`src/rtl/flash_cache_csr_pkg.sv`:
```
package flash_cache_csr_pkg;

  // word offsets of the registers (byte address >> 2)
  localparam int unsigned WORD_CTRL  = 0;
  localparam int unsigned WORD_FLUSH = 1;
  localparam int unsigned WORD_STAT  = 2;
  localparam int unsigned WORD_HIT   = 3;
  localparam int unsigned WORD_ACC   = 4;

  typedef enum logic [2:0] {
    SEL_NONE,
    SEL_CTRL,
    SEL_FLUSH,
    SEL_STAT,
    SEL_HIT,
    SEL_ACC
  } regSel_e;

  // strobes from control to datapath
  typedef struct packed {
    logic    wrCtrl;
    logic    newEn;
    logic    newErr;
    logic    newPd;
    logic    clrHit;
    logic    clrAcc;
    regSel_e rdSel;
  } csrStrobe_t;

endpackage

```
`src/rtl/fccFlushWalk.sv`:
```
module fccFlushWalk #(
  parameter int unsigned NUM_LINES = 16,
  localparam int unsigned IDX_W = (NUM_LINES > 1) ? $clog2(NUM_LINES) : 1
) (
  input  logic             clk,
  input  logic             rstN,
  input  logic             start,
  output logic             busy,
  output logic             clrEn,
  output logic [IDX_W-1:0] clrIdx
);

  localparam logic [IDX_W-1:0] LAST_IDX = IDX_W'(NUM_LINES - 1);

  logic [IDX_W-1:0] idx;

  always_ff @(posedge clk or negedge rstN) begin
    if (!rstN) begin
      busy <= 1'b1;
      idx  <= '0;
    end else if (start) begin
      busy <= 1'b1;
      idx  <= '0;
    end else if (busy) begin
      if (idx == LAST_IDX) begin
        busy <= 1'b0;
      end else begin
        idx <= idx + 1'b1;
      end
    end
  end

  assign clrEn  = busy;
  assign clrIdx = idx;

  a_r5_ready_after_last: assert property (@(posedge clk) disable iff (!rstN)
    (busy && idx == LAST_IDX && !start) |=> !busy);

  a_r10_restart_zero: assert property (@(posedge clk) disable iff (!rstN)
    start |=> (busy && idx == '0));

  a_r4_index_step: assert property (@(posedge clk) disable iff (!rstN)
    (busy && idx != LAST_IDX && !start) |=> (busy && idx == $past(idx) + 1'b1));

endmodule

```
`src/rtl/fccSatCounter.sv`:
```
module fccSatCounter #(
  parameter int unsigned CNT_W = 32
) (
  input  logic             clk,
  input  logic             rstN,
  input  logic             clr,
  input  logic             inc,
  output logic [CNT_W-1:0] count
);

  localparam logic [CNT_W-1:0] MAX_VAL = '1;

  always_ff @(posedge clk or negedge rstN) begin
    if (!rstN) begin
      count <= '0;
    end else if (clr) begin
      count <= '0;
    end else if (inc && count != MAX_VAL) begin
      count <= count + 1'b1;
    end
  end

  a_r8_hold_at_max: assert property (@(posedge clk) disable iff (!rstN)
    (count == MAX_VAL && !clr) |=> count == MAX_VAL);

  a_r9_clear_wins: assert property (@(posedge clk) disable iff (!rstN)
    clr |=> count == '0);

  a_r7_step_one: assert property (@(posedge clk) disable iff (!rstN)
    (inc && !clr && count != MAX_VAL) |=> count == $past(count) + 1'b1);

endmodule

```
`src/rtl/fccControl.sv`:
```
module fccControl
  import flash_cache_csr_pkg::*;
#(
  parameter int unsigned ADDR_W = 5,
  parameter int unsigned DATA_W = 32,
  localparam int unsigned WIDX_W = ADDR_W - 2
) (
  input  logic              clk,
  input  logic              rstN,
  input  logic              busReq,
  input  logic              busWrite,
  input  logic [ADDR_W-1:0] busAddr,
  input  logic [DATA_W-1:0] busWdata,
  input  logic              flushBusy,
  output logic              flushStart,
  output logic              busReady,
  output csrStrobe_t        strobe
);

  logic [WIDX_W-1:0] wordIdx;
  logic              aligned;
  regSel_e           sel;
  logic              doWrite;
  logic              unusedData;

  assign wordIdx    = busAddr[ADDR_W-1:2];
  assign aligned    = (busAddr[1:0] == 2'b00);
  assign unusedData = ^{busWdata[DATA_W-1:4], busWdata[2]};

  always_comb begin
    sel = SEL_NONE;
    if (aligned) begin
      if      (wordIdx == WIDX_W'(WORD_CTRL))  sel = SEL_CTRL;
      else if (wordIdx == WIDX_W'(WORD_FLUSH)) sel = SEL_FLUSH;
      else if (wordIdx == WIDX_W'(WORD_STAT))  sel = SEL_STAT;
      else if (wordIdx == WIDX_W'(WORD_HIT))   sel = SEL_HIT;
      else if (wordIdx == WIDX_W'(WORD_ACC))   sel = SEL_ACC;
    end
  end

  assign doWrite    = busReq && busWrite;
  assign flushStart = doWrite && (sel == SEL_FLUSH) && busWdata[0];
  assign busReady   = !(busReq && !busWrite && (sel == SEL_FLUSH) && flushBusy);

  always_comb begin
    strobe        = '0;
    strobe.wrCtrl = doWrite && (sel == SEL_CTRL);
    strobe.newEn  = busWdata[0];
    strobe.newErr = busWdata[1];
    strobe.newPd  = busWdata[3];
    strobe.clrHit = doWrite && (sel == SEL_HIT);
    strobe.clrAcc = doWrite && (sel == SEL_ACC);
    strobe.rdSel  = sel;
  end

  a_r6_flush_read_stalls: assert property (@(posedge clk) disable iff (!rstN)
    (busReq && !busWrite && busAddr == ADDR_W'(WORD_FLUSH * 4) && flushBusy) |-> !busReady);

  a_r6_idle_no_stall: assert property (@(posedge clk) disable iff (!rstN)
    !flushBusy |-> busReady);

endmodule

```
`src/rtl/fccDatapath.sv`:
```
module fccDatapath
  import flash_cache_csr_pkg::*;
#(
  parameter int unsigned DATA_W = 32,
  parameter int unsigned CNT_W  = 32
) (
  input  logic              clk,
  input  logic              rstN,
  input  csrStrobe_t        strobe,
  input  logic              flushBusy,
  input  logic              hitPulse,
  input  logic              accPulse,
  input  logic              sramReq,
  output logic              sramDenied,
  output logic              cacheEnable,
  output logic              cachePowerDown,
  output logic              badWriteFault,
  output logic [DATA_W-1:0] rdData
);

  localparam int unsigned NUM_CNT = 2;

  logic enReg, errReg, pdReg;
  logic [NUM_CNT-1:0] cntInc, cntClr;
  logic [CNT_W-1:0]   cntVal [NUM_CNT];

  always_ff @(posedge clk or negedge rstN) begin
    if (!rstN) begin
      enReg  <= 1'b1;
      errReg <= 1'b1;
      pdReg  <= 1'b0;
    end else if (strobe.wrCtrl) begin
      enReg  <= strobe.newEn && !strobe.newPd;
      errReg <= strobe.newErr;
      pdReg  <= strobe.newPd;
    end
  end

  assign cntInc = {accPulse, hitPulse};
  assign cntClr = {strobe.clrAcc, strobe.clrHit};

  for (genvar g = 0; g < NUM_CNT; g++) begin : g_cnt
    fccSatCounter #(.CNT_W(CNT_W)) u_cnt (
      .clk   (clk),
      .rstN  (rstN),
      .clr   (cntClr[g]),
      .inc   (cntInc[g]),
      .count (cntVal[g])
    );
  end

  always_comb begin
    rdData = '0;
    case (strobe.rdSel)
      SEL_CTRL: begin
        rdData[0] = enReg;
        rdData[1] = errReg;
        rdData[3] = pdReg;
      end
      SEL_STAT: rdData[0] = !flushBusy;
      SEL_HIT:  rdData = DATA_W'(cntVal[0]);
      SEL_ACC:  rdData = DATA_W'(cntVal[1]);
      default:  rdData = '0;
    endcase
  end

  assign cacheEnable    = enReg;
  assign cachePowerDown = pdReg;
  assign badWriteFault  = errReg;
  assign sramDenied     = sramReq && (enReg || pdReg);

  a_r2_no_enable_when_down: assert property (@(posedge clk) disable iff (!rstN)
    !(enReg && pdReg));

  a_r2_pd_write_clears_en: assert property (@(posedge clk) disable iff (!rstN)
    (strobe.wrCtrl && strobe.newPd) |=> (pdReg && !enReg));

  a_r3_sram_refused: assert property (@(posedge clk) disable iff (!rstN)
    (sramReq && (cacheEnable || cachePowerDown)) |-> sramDenied);

endmodule

```
`src/rtl/flashCacheCsr.sv`:
```
module flashCacheCsr
  import flash_cache_csr_pkg::*;
#(
  parameter int unsigned ADDR_W    = 5,
  parameter int unsigned DATA_W    = 32,
  parameter int unsigned CNT_W     = 32,
  parameter int unsigned NUM_LINES = 16,
  localparam int unsigned IDX_W = (NUM_LINES > 1) ? $clog2(NUM_LINES) : 1
) (
  input  logic              clk,
  input  logic              rstN,
  input  logic              busReq,
  input  logic              busWrite,
  input  logic [ADDR_W-1:0] busAddr,
  input  logic [DATA_W-1:0] busWdata,
  output logic [DATA_W-1:0] busRdata,
  output logic              busReady,
  input  logic              hitPulse,
  input  logic              accPulse,
  input  logic              sramReq,
  output logic              sramDenied,
  output logic              cacheEnable,
  output logic              cachePowerDown,
  output logic              badWriteFault,
  output logic              tagClrEn,
  output logic [IDX_W-1:0]  tagClrIdx
);

  csrStrobe_t strobe;
  logic       flushStart;
  logic       flushBusy;

  fccControl #(.ADDR_W(ADDR_W), .DATA_W(DATA_W)) u_ctrl (
    .clk        (clk),
    .rstN       (rstN),
    .busReq     (busReq),
    .busWrite   (busWrite),
    .busAddr    (busAddr),
    .busWdata   (busWdata),
    .flushBusy  (flushBusy),
    .flushStart (flushStart),
    .busReady   (busReady),
    .strobe     (strobe)
  );

  fccFlushWalk #(.NUM_LINES(NUM_LINES)) u_walk (
    .clk    (clk),
    .rstN   (rstN),
    .start  (flushStart),
    .busy   (flushBusy),
    .clrEn  (tagClrEn),
    .clrIdx (tagClrIdx)
  );

  fccDatapath #(.DATA_W(DATA_W), .CNT_W(CNT_W)) u_dp (
    .clk            (clk),
    .rstN           (rstN),
    .strobe         (strobe),
    .flushBusy      (flushBusy),
    .hitPulse       (hitPulse),
    .accPulse       (accPulse),
    .sramReq        (sramReq),
    .sramDenied     (sramDenied),
    .cacheEnable    (cacheEnable),
    .cachePowerDown (cachePowerDown),
    .badWriteFault  (badWriteFault),
    .rdData         (busRdata)
  );

endmodule

```
`config.mk`:
```
export PLATFORM = sky130hd
export DESIGN_NAME = flashCacheCsr
export DESIGN_NICKNAME = d
export VERILOG_FILES = /design/src/rtl/flash_cache_csr_pkg.sv /design/src/rtl/fccFlushWalk.sv /design/src/rtl/fccSatCounter.sv /design/src/rtl/fccControl.sv /design/src/rtl/fccDatapath.sv /design/src/rtl/flashCacheCsr.sv
export SDC_FILE = /design/constraint.sdc
export NUM_CORES = 1
export LEC_CHECK = 0
export BUFFER_PORTS_ARGS = -buffer_cell sky130_fd_sc_hd__clkbuf_2
export CAP_MARGIN = 20
export CORE_UTILIZATION = 25
export DETAILED_ROUTE_END_ITERATION = 7
export SYNTH_ARGS = -nofsm -noshare
export SYNTH_HDL_FRONTEND = slang
export SYNTH_SLANG_ARGS = --single-unit
```
`constraint.sdc`:
```
create_clock -name clk -period 6.1 [get_ports clk]
set_input_delay 1.22 -clock clk [delete_from_list [all_inputs] [get_ports clk]]
set_output_delay 1.22 -clock clk [all_outputs]
set_load 0.01 [all_outputs]
```
==> flow_summary.yaml, run 1 <==
setup_path:
  worstPathCellList: "clkbuf_2 -> or4_1 -> nor2_2 -> buf_8 -> a22o_1 -> clkbuf_2"
  r2r-start: "u_dp.g_cnt[1].u_cnt.count[13]$_DFFE_PN0P_"
  regToRegSetupSlack_ns: 3.50
  rr_endpoint: "u_dp.g_cnt[1].u_cnt.count[7]$_DFFE_PN0P_"
  crit_fanout: 24
  r2r_cells: 5
  crit_required_ns: 4.88
  crit_top_cell: "clkbuf_2"
  critPathLaunchType: "input pin"
  end_kind: "primary output"
  worst-setup-path-type: "in2out"
  arrival_ns: 2.88
  cpMaxStageDelayCell: "or4_1"
  slowest_delay_ns: 0.64
job:
  max_cap_viol_count: 0
timing:
  maxSlewViolCount: 0
  setup_violations: 0
  period_minus_slack_ns: 4.10
  tns_ns: 0
  fmaxAchievable_mhz: 244
  tightest_slew_ns: 0.944
  period_share_pct: 67.3
  relSlewSlack_pct: 36.6
  layout_setup_ws_ns: 2.00
  fin_worst_skew_ns: 0.00749
  hold_ws_ns: 0.516
  rsz0062_at_grt: "false"
  finalHoldViolations: 0
layout:
  diodes: 0
  layout.cells.non_filler: 756
  nets: 579
  area_delta_synth_final_pct: 19.5
  final_util_pct: 31.0
  drive_above_1_share_pct: 19.0
  design_area_sq_um: 5210
grt:
  grt_max_degree: 73
  grt_overflow_total: 0
  antenna_found_initial: 0
  grt_pass1_vias: 3800
  grt_usage_pct: 13.4
  grt_pass1_wl_mm: 19.3
power:
  leakagePower_nw: 2.12
  vdd_drop_max_uv: 116
  power_mw: 1.40
  powerDensity_nw_per_um2: 269
min_path:
  hp-class: "reg2reg"
  min-delay-start: "u_dp.g_cnt[0].u_cnt.count[12]$_DFFE_PN0P_"
  holdPathEnd: "u_dp.g_cnt[0].u_cnt.count[12]$_DFFE_PN0P_"
  hold_depth: 1
clock_network:
  clkTransAtPathRegs_ns: 0.06
  clock_latency_ns: 0.33
  cts_buffers: 9
  cts_resized: 0
  htreeDepth: 3
  cts_buffer_depth: 2
  cts_tree: "done"
  post_cts_buffers: 0
  cts_sinks: 72
  ctsHoldBuffers: 0
  cts_root_buffer: "clkbuf_16"
logic_synthesis:
  ys_types: 54
  synthTopCellsByArea: "dfrtp_1 40%, a22o_1 5.8%, or4_1 4.0%"
  syn_avg_cell_area_sq_um: 8.97
  yosysSeqAreaShare_pct: 41.4
  synth-main-ff-cell: "dfrtp_1"
  yosysTopAreaCell: "dfrtp_1"
  synth_common_cells: "69 x dfrtp_1, 44 x nand2_1, 35 x nor2_1, 31 x a21oi_1, 29 x a22o_1"
  yosys_warnings: 0
  synth_area_sq_um: 4360
  syn_nets: 533
  synth_edf_count: 0
  synth_top_area_share_pct: 39.6
  yosysMostFrequentCell: "dfrtp_1"
  synth-async-reset-ratio_pct: 100
  ys_ff_latch: 72
  postSynthCellCount: 486
place:
  gp_congestion: 0.869
  io_buffers: 56
  placed_area_sq_um: 4820
  place_inst: 738
  place_ws_ns: 1.49
  dpl.hpwl_mm: 8.51
die:
  io_pins: 86
  start_util_pct: 25.9
  core_area_sq_um: 16800
  row_count: 47
  dieArea_sq_um: 18000
  dieWidth_um: 134
  die_y_um: 134
route:
  vias: 4106
  ant_nets: 0
  drc_errors: 0
  wl_per_cell_um: 15.6
  firstDrtPassIters: 5
  drt_iter0_drc: 463
  vias_per_cell: 5.43
  drt-total-wl_mm: 11.8
run_status:
  status: "finished clean"
-- registers in the layout (all words and copies together) (netlist names) --
signal / cells
u_walk.clrIdx: 4
u_dp.g_cnt.u_cnt.count: 64
u_walk.busy: 1
u_dp.cacheEnable: 1
u_dp.badWriteFault: 1
u_dp.cachePowerDown: 1
-- worst max-delay path: cells and delay by family --
family	cells	cell delay (ns)
buf+inv	3	0.50
compound gates	1	0.19
simple gates	2	0.96
-- worst max-delay path by stage --
stage	from	end	slack [ns]	cells after the start
detailed placement	busAddr[2]	busRdata[9]	1.49	5
global placement	busAddr[2]	busRdata[9]	1.54	5
floorplan	busAddr[3]	busRdata[10]	2.07	6
finish	busAddr[2]	busRdata[9]	2.00	6
CTS	busAddr[2]	busRdata[9]	1.50	5
global route	busAddr[2]	busRdata[9]	1.91	6
-- layout by cell type (no fill, tap or decap), drive strengths merged, types with 2 or more instances in the layout --
cell    count
dfrtp      69
clkbuf     68
nand2      44
a21oi      38
nor2       35
a22o       29
o21ai      27
nand4      24
or4        23
nand3      22
or3        20
xnor2      14
inv        12
nor4       12
o31ai      12
and3       11
nor3        8
o211ai      8
and4        6
xor2        6
buf         6
a31oi       5
mux2i       4
nand2b      3
ha          3
dfstp       3
o21a        2
and2        2
mux2        2
or2         2
bufinv      2
o41ai       2
-- metal layers --
layer,vias up,GRT usage [%],wire (um)
met5,-,0,0
met4,0,5.43,255
met3,21,2.12,482
met2,118,22.7,5980
met1,2015,17.0,5110
li1,1952,-,-
-- power by group --
part | internal, mW | switching, mW | total, mW
logic | 0.0847 | 0.108 | 0.193
registers | 0.542 | 0.0935 | 0.635
clock network | 0.377 | 0.194 | 0.572
total | 1.00 | 0.396 | 1.40
-- layout make-up --
| type | count | area [sq um] |
|---|---|---|
| clock buffers | 12 | 256 |
| multi-input cells | 375 | 2390 |
| clock inverters | 3 | 65.1 |
| flip-flops and latches | 72 | 1810 |
| inverters | 12 | 45.0 |
| well taps | 220 | 275 |
| repair buffers | 62 | 370 |
| fillers | 1738 | 11600 |
-- kinds of logic after synthesis --
group / count (synthesis) / synth area share, %
DFF: 72 / 41.4
AOI/OAI and AO/OA: 130 / 20.8
xor gates and xnor gates: 20 / 4.02
muxes: 6 / 1.44
adders and majority gates: 3 / 0.861
buffers and inverters: 39 / 4.05
and+or+nand+nor: 216 / 27.4
No activity file was read; power rests on OpenSTA's default activity.
==> run 2, diff against run 1 <==
ABC_AREA = 1   (was not set)
clock period = 4.2 ns   (was 6.1 ns; I/O delays follow)
==> run 2 against run 1 <==
Effect of this change:
- register-to-register slack worse by 1.7 ns
- non-clock buffer count is 1 lower
- clock power rose by 71%
- setup slack got worse by 1.0 ns
- clock skew fell by 0.0027 ns
- highest routed layer unchanged
- largest power group is now the clock network
==> flow_summary.yaml, run 2 <==
timing:
  setup_violations: 0
  tightest_slew_ns: 0.951
  layout_setup_ws_ns: 0.993
  period_share_pct: 76.3
  period_minus_slack_ns: 3.21
  rsz0062_at_grt: "false"
  maxSlewViolCount: 0
  tns_ns: 0
  hold_ws_ns: 0.478
  fmaxAchievable_mhz: 312
  finalHoldViolations: 0
  fin_worst_skew_ns: 0.00474
  relSlewSlack_pct: 36.6
logic_synthesis:
  synth_top_family_by_area: "simple AND/OR/NAND/NOR gates"
  postSynthCellCount: 811
  syn_avg_cell_area_sq_um: 6.33
  synth.area.mux_share_pct: 0
  synth_area_sq_um: 5140
  synth-async-reset-ratio_pct: 100
  synth_edf_count: 0
  yosysSeqAreaShare_pct: 35.2
  synth_top_area_share_pct: 33.6
  yosys_warnings: 0
  synthAdderAreaFrac_pct: 0.731
  synth-simple-area-share_pct: 47.2
  synthTopCellsByArea: "dfrtp_1 34%, nand2_1 24%, nor2_1 8.7%"
  synth_compound_area_share_pct: 6.19
  yosysMostFrequentCell: "nand2_1"
  yosysTopAreaCell: "dfrtp_1"
  synth-main-ff-cell: "dfrtp_1"
  ys_ff_latch: 72
  synth_common_cells: "335 x nand2_1, 119 x nor2_1, 69 x dfrtp_1, 69 x inv_1, 50 x nand4_1"
  syn_nets: 858
  ys_types: 30
  synthXorXnorAreaFrac_pct: 2.90
setup_path:
  crit_required_ns: 3.36
  crit_buf_inv: 3
  worst-setup-path-type: "in2out"
  cpMaxStageDelayCell: "inv_1"
  critPathLaunchType: "input pin"
  arrival_ns: 2.37
  crit_fanout: 14
  slowest_delay_ns: 0.42
  end_kind: "primary output"
  crit_top_cell: "clkbuf_2"
  worstPathCellList: "clkbuf_2 -> nor2_1 -> nand4_1 -> inv_1 -> nand2_1 -> o21ai_0 -> clkbuf_2"
  cp_top_family: "buffers and inverters"
  regToRegSetupSlack_ns: 1.84
clock_network:
  cts_root_buffer: "clkbuf_16"
  clock_latency_ns: 0.35
  htreeDepth: 3
  cts_resized: 0
  post_cts_buffers: 0
  cts_buffers: 9
  clkTransAtPathRegs_ns: 0.06
  cts_tree: "done"
  cts_sinks: 72
  cts_buffer_depth: 2
  ctsHoldBuffers: 0
place:
  gp_congestion: 0.905
  placed_area_sq_um: 5680
  io_buffers: 56
  place_inst: 1120
  dpl.hpwl_mm: 12.0
  place_ws_ns: 0.943
layout:
  final_cell_mix: "335 x nand2_1, 119 x nor2_1, 69 x inv_1, 69 x dfrtp_1, 55 x clkbuf_2"
  fillCellCount: 2261
  drive_above_1_share_pct: 12.5
  regMostFlops: "u_dp.g_cnt.u_cnt.count"
  final_common_cell: "nand2_1"
  nets: 908
  area_delta_synth_final_pct: 17.9
  design_area_sq_um: 6050
  largest_reg_flops: 64
  layout.cells.non_filler: 1136
  diodes: 0
grt:
  grt_usage_pct: 15.7
  antenna_found_initial: 0
  grt_pass1_wl_mm: 26.0
  grt_pass1_vias: 5045
  grt_overflow_total: 0
  grt_max_degree: 73
route:
  drc_errors: 0
  wl_per_cell_um: 14.1
  vias_per_cell: 4.74
  vias: 5383
  firstDrtPassIters: 5
  drt-total-wl_mm: 16.0
  ant_nets: 0
  drt_iter0_drc: 424
power:
  p_int_mw: 1.53
  combPwrFrac_pct: 14.1
  powerDensity_nw_per_um2: 356
  leakagePower_nw: 2.84
  power_switching_mw: 0.625
  vdd_drop_max_uv: 179
  power.share.switching_pct: 29.0
  sequentialPowerShare_pct: 40.5
  pwr-share-clk_pct: 45.4
die:
  core_area_sq_um: 20200
  dieArea_sq_um: 21100
  die_y_um: 145
  io_pins: 86
  start_util_pct: 25.5
  dieWidth_um: 145
  row_count: 52
job:
  max_cap_viol_count: 0
min_path:
  hp-class: "reg2reg"
run_status:
  status: "finished clean"
-- run 2: power groups by stage --
stage                     logic, mW  registers (mW)  clock network [mW]
after floorplan               0.202           0.867                   0
after global placement        0.296           0.883                   0
after detailed placement      0.306           0.884                   0
after CTS                     0.309           0.872               0.992
after global routing          0.354           0.884                1.02
final                         0.304           0.874               0.978
-- run 2: tightest hold or removal path, delay by kind of cell, from the launching register on --
kind             cells  cell delay, ns
DFF                  1            0.38
and+or+nand+nor      2            0.10
-- run 2: cells by family after synthesis --
group | Yosys count
and+or+nand+nor | 573
buffers and inverters | 97
DFF | 72
AOI/OAI and AO/OA | 49
xor gates and xnor gates | 17
adders and majority gates | 3
-- run 2: worst paths after layout --
path	startpoint	to	cells past startpoint
min	u_dp.badWriteFault$_DFFE_PN1P_	u_dp.badWriteFault$_DFFE_PN1P_	2
max	busAddr[1]	busRdata[9]	7
min in group asynchronous	rstN	u_dp.g_cnt[0].u_cnt.count[0]$_DFFE_PN0P_	1
max in group asynchronous	rstN	u_dp.g_cnt[1].u_cnt.count[31]$_DFFE_PN0P_	1
min reg2reg	u_dp.badWriteFault$_DFFE_PN1P_	u_dp.badWriteFault$_DFFE_PN1P_	2
max reg2reg	u_dp.g_cnt[0].u_cnt.count[0]$_DFFE_PN0P_	u_dp.g_cnt[0].u_cnt.count[21]$_DFFE_PN0P_	11
-- run 2: per-layer routing --
layer | global-route usage (%) | vias to the layer above | routed length (um)
met1 | 18.8 | 2518 | 6810
met2 | 26.6 | 116 | 7920
met5 | 0 | - | 0
li1 | - | 2706 | -
met3 | 2.13 | 43 | 462
met4 | 10.0 | 0 | 809
-- run 2: cell type report --
class / count / area, sq um / share of cell area (%)
sequential: 72 / 1810 / 29.8
multi-input combinational: 642 / 2930 / 48.4
timing repair buffer: 61 / 328 / 5.42
tap: 270 / 338 / 5.58
inverter: 75 / 283 / 4.67
clock buffer: 9 / 225 / 3.72
clock inverter: 7 / 144 / 2.38
-- run 2: through the flow --
stage	power, mW	util, %
global placement	1.18	28.1
finish	2.16	30.0
global route	2.26	30.0
floorplan	1.07	-
CTS	2.17	30.0
detailed placement	1.19	28.2
==> run 3, diff against run 2 <==
clock period = 2.9 ns   (was 4.2 ns; I/O delays follow)
==> run 3 against run 2 <==
Effect of this change:
- combinational power up 42%
- count of clock-buffer cells in the layout rose by 1
- critical endpoint is now busRdata[3]
- global-route usage rose by 0.24 points
- worst hold slack got worse by 0.091 ns
- largest cell class unchanged
- via count hardly changed
- routed wire length is 0.27% higher
- power up 37%
- largest power group is now sequential cells
- cell count hardly changed
- flip-flop and latch count is the same
==> flow_summary.yaml, run 3 (synthesized netlist as in run 2, its figures left out) <==
layout:
  final_common_cell: "nand2_1"
  regMostFlops: "u_dp.g_cnt.u_cnt.count"
  area_delta_synth_final_pct: 17.1
  fillCellCount: 2278
  multi_input_area_sq_um: 2930
  diodes: 0
  drive_above_1_share_pct: 12.6
  layout.cells.non_filler: 1137
  nets: 909
  ff_latch_area_sq_um: 1810
  largest_reg_flops: 64
  final_cell_mix: "335 x nand2_1, 119 x nor2_1, 69 x inv_1, 69 x dfrtp_1, 55 x clkbuf_2"
route:
  wl_per_cell_um: 14.1
  drt_iter0_drc: 423
  firstDrtPassIters: 5
  drt-total-wl_mm: 16.0
  drc_errors: 0
  vias: 5388
  vias_per_cell: 4.74
  ant_nets: 0
setup_path:
  regToRegSetupSlack_ns: 0.60
  r2r-start: "u_dp.g_cnt[0].u_cnt.count[0]$_DFFE_PN0P_"
  worst-setup-path-type: "in2out"
  arrival_ns: 1.89
  end_kind: "primary output"
  r2r_cells: 11
  crit_fanout: 21
  startpoint: "busAddr[1]"
  crit_required_ns: 2.32
  rr_endpoint: "u_dp.g_cnt[0].u_cnt.count[26]$_DFFE_PN0P_"
  critPathLaunchType: "input pin"
  critPathCapture: "busRdata[3]"
timing:
  tightest_slew_ns: 0.972
  layout_setup_ws_ns: 0.427
  tns_ns: 0
  finalHoldViolations: 0
  fmaxAchievable_mhz: 404
  rsz0062_at_grt: "false"
  fin_worst_skew_ns: 0.00489
  maxSlewViolCount: 0
  relSlewSlack_pct: 35.2
  setup_violations: 0
  period_share_pct: 85.3
  period_minus_slack_ns: 2.47
grt:
  use_met3_pct: 2.16
  grt_overflow_total: 0
  grt_pass1_wl_mm: 26.2
  grt-busiest-layer: "met2"
  grtUsageMet2_pct: 26.9
  grt_usage_pct: 15.9
  grt_pass1_vias: 5113
  grt_max_degree: 73
  antenna_found_initial: 0
  use_met1_pct: 19.0
die:
  start_util_pct: 25.5
  io_pins: 86
  core_area_sq_um: 20200
  dieWidth_um: 145
  dieArea_sq_um: 21100
  die_y_um: 145
  row_count: 52
place:
  place_inst: 1121
  place_ws_ns: 0.303
  io_buffers: 56
  gp_congestion: 0.903
  dpl.hpwl_mm: 12.1
power:
  powerDensity_nw_per_um2: 493
  vdd_drop_max_uv: 242
  leakagePower_nw: 2.82
clock_network:
  cts_sinks: 72
  cts_tree: "done"
  htreeDepth: 3
  cts_buffers: 9
  clkTransAtPathRegs_ns: 0.06
  cts_resized: 0
  post_cts_buffers: 0
  cts_root_buffer: "clkbuf_16"
  cts_buffer_depth: 2
  ctsHoldBuffers: 0
  clock_latency_ns: 0.35
min_path:
  hp-class: "in2async"
run_status:
  status: "finished clean"
job:
  max_cap_viol_count: 0
==> run 3: worst max-delay path: stages <==
cell and delay (ns):
clkbuf_2 0.08, nor2_1 0.25, nand4_1 0.14, buf_4 0.23, inv_2 0.21, a22oi_1 0.14, o21ai_0 0.09, clkbuf_2 0.16
==> run 3: through the flow <==
step,util [%],power (mW),area [sq um],hold slack (ns)
CTS,29.8,3.00,6010,0.413
global placement,28.2,1.71,5680,0.470
floorplan,-,1.55,5140,0.284
finish,29.8,2.96,6010,0.387
detailed placement,28.2,1.72,5680,0.474
global route,29.8,3.13,6010,0.428
==> run 3: area by class of cell <==
type                    count  share of cell area (%)
clock inverters             6                    1.52
clock buffers              10                    3.97
multi-input cells         642                    48.7
well taps                 270                    5.62
flip-flops and latches     72                    30.0
repair buffers             62                    5.45
inverters                  75                    4.70
==> run 3: worst min path at each step <==
stage,slack (ns),from,endpoint
5_1_grt,0.43,busWdata[1],u_dp.badWriteFault$_DFFE_PN1P_
4_1_cts,0.41,busWdata[1],u_dp.badWriteFault$_DFFE_PN1P_
3_3_place_gp,0.47,u_dp.badWriteFault$_DFFE_PN1P_,u_dp.badWriteFault$_DFFE_PN1P_
3_5_place_dp,0.47,u_dp.badWriteFault$_DFFE_PN1P_,u_dp.badWriteFault$_DFFE_PN1P_
6_report,0.39,rstN,u_dp.g_cnt[0].u_cnt.count[4]$_DFFE_PN0P_
2_1_floorplan,0.28,rstN,u_dp.cachePowerDown$_DFFE_PN0P_
==> run 3: power by group <==
group	leakage, nW	switching (mW)	internal (mW)
Sequential	0.962	0.151	1.12
Clock	0.151	0.480	0.780
Combinational	1.71	0.264	0.169
==> run 3: per-layer routing <==
layer	share of wire [%]	wire length [um]
met5	0	0
met4	5.2	837
met3	3.4	541
met2	49	7910
met1	42	6760
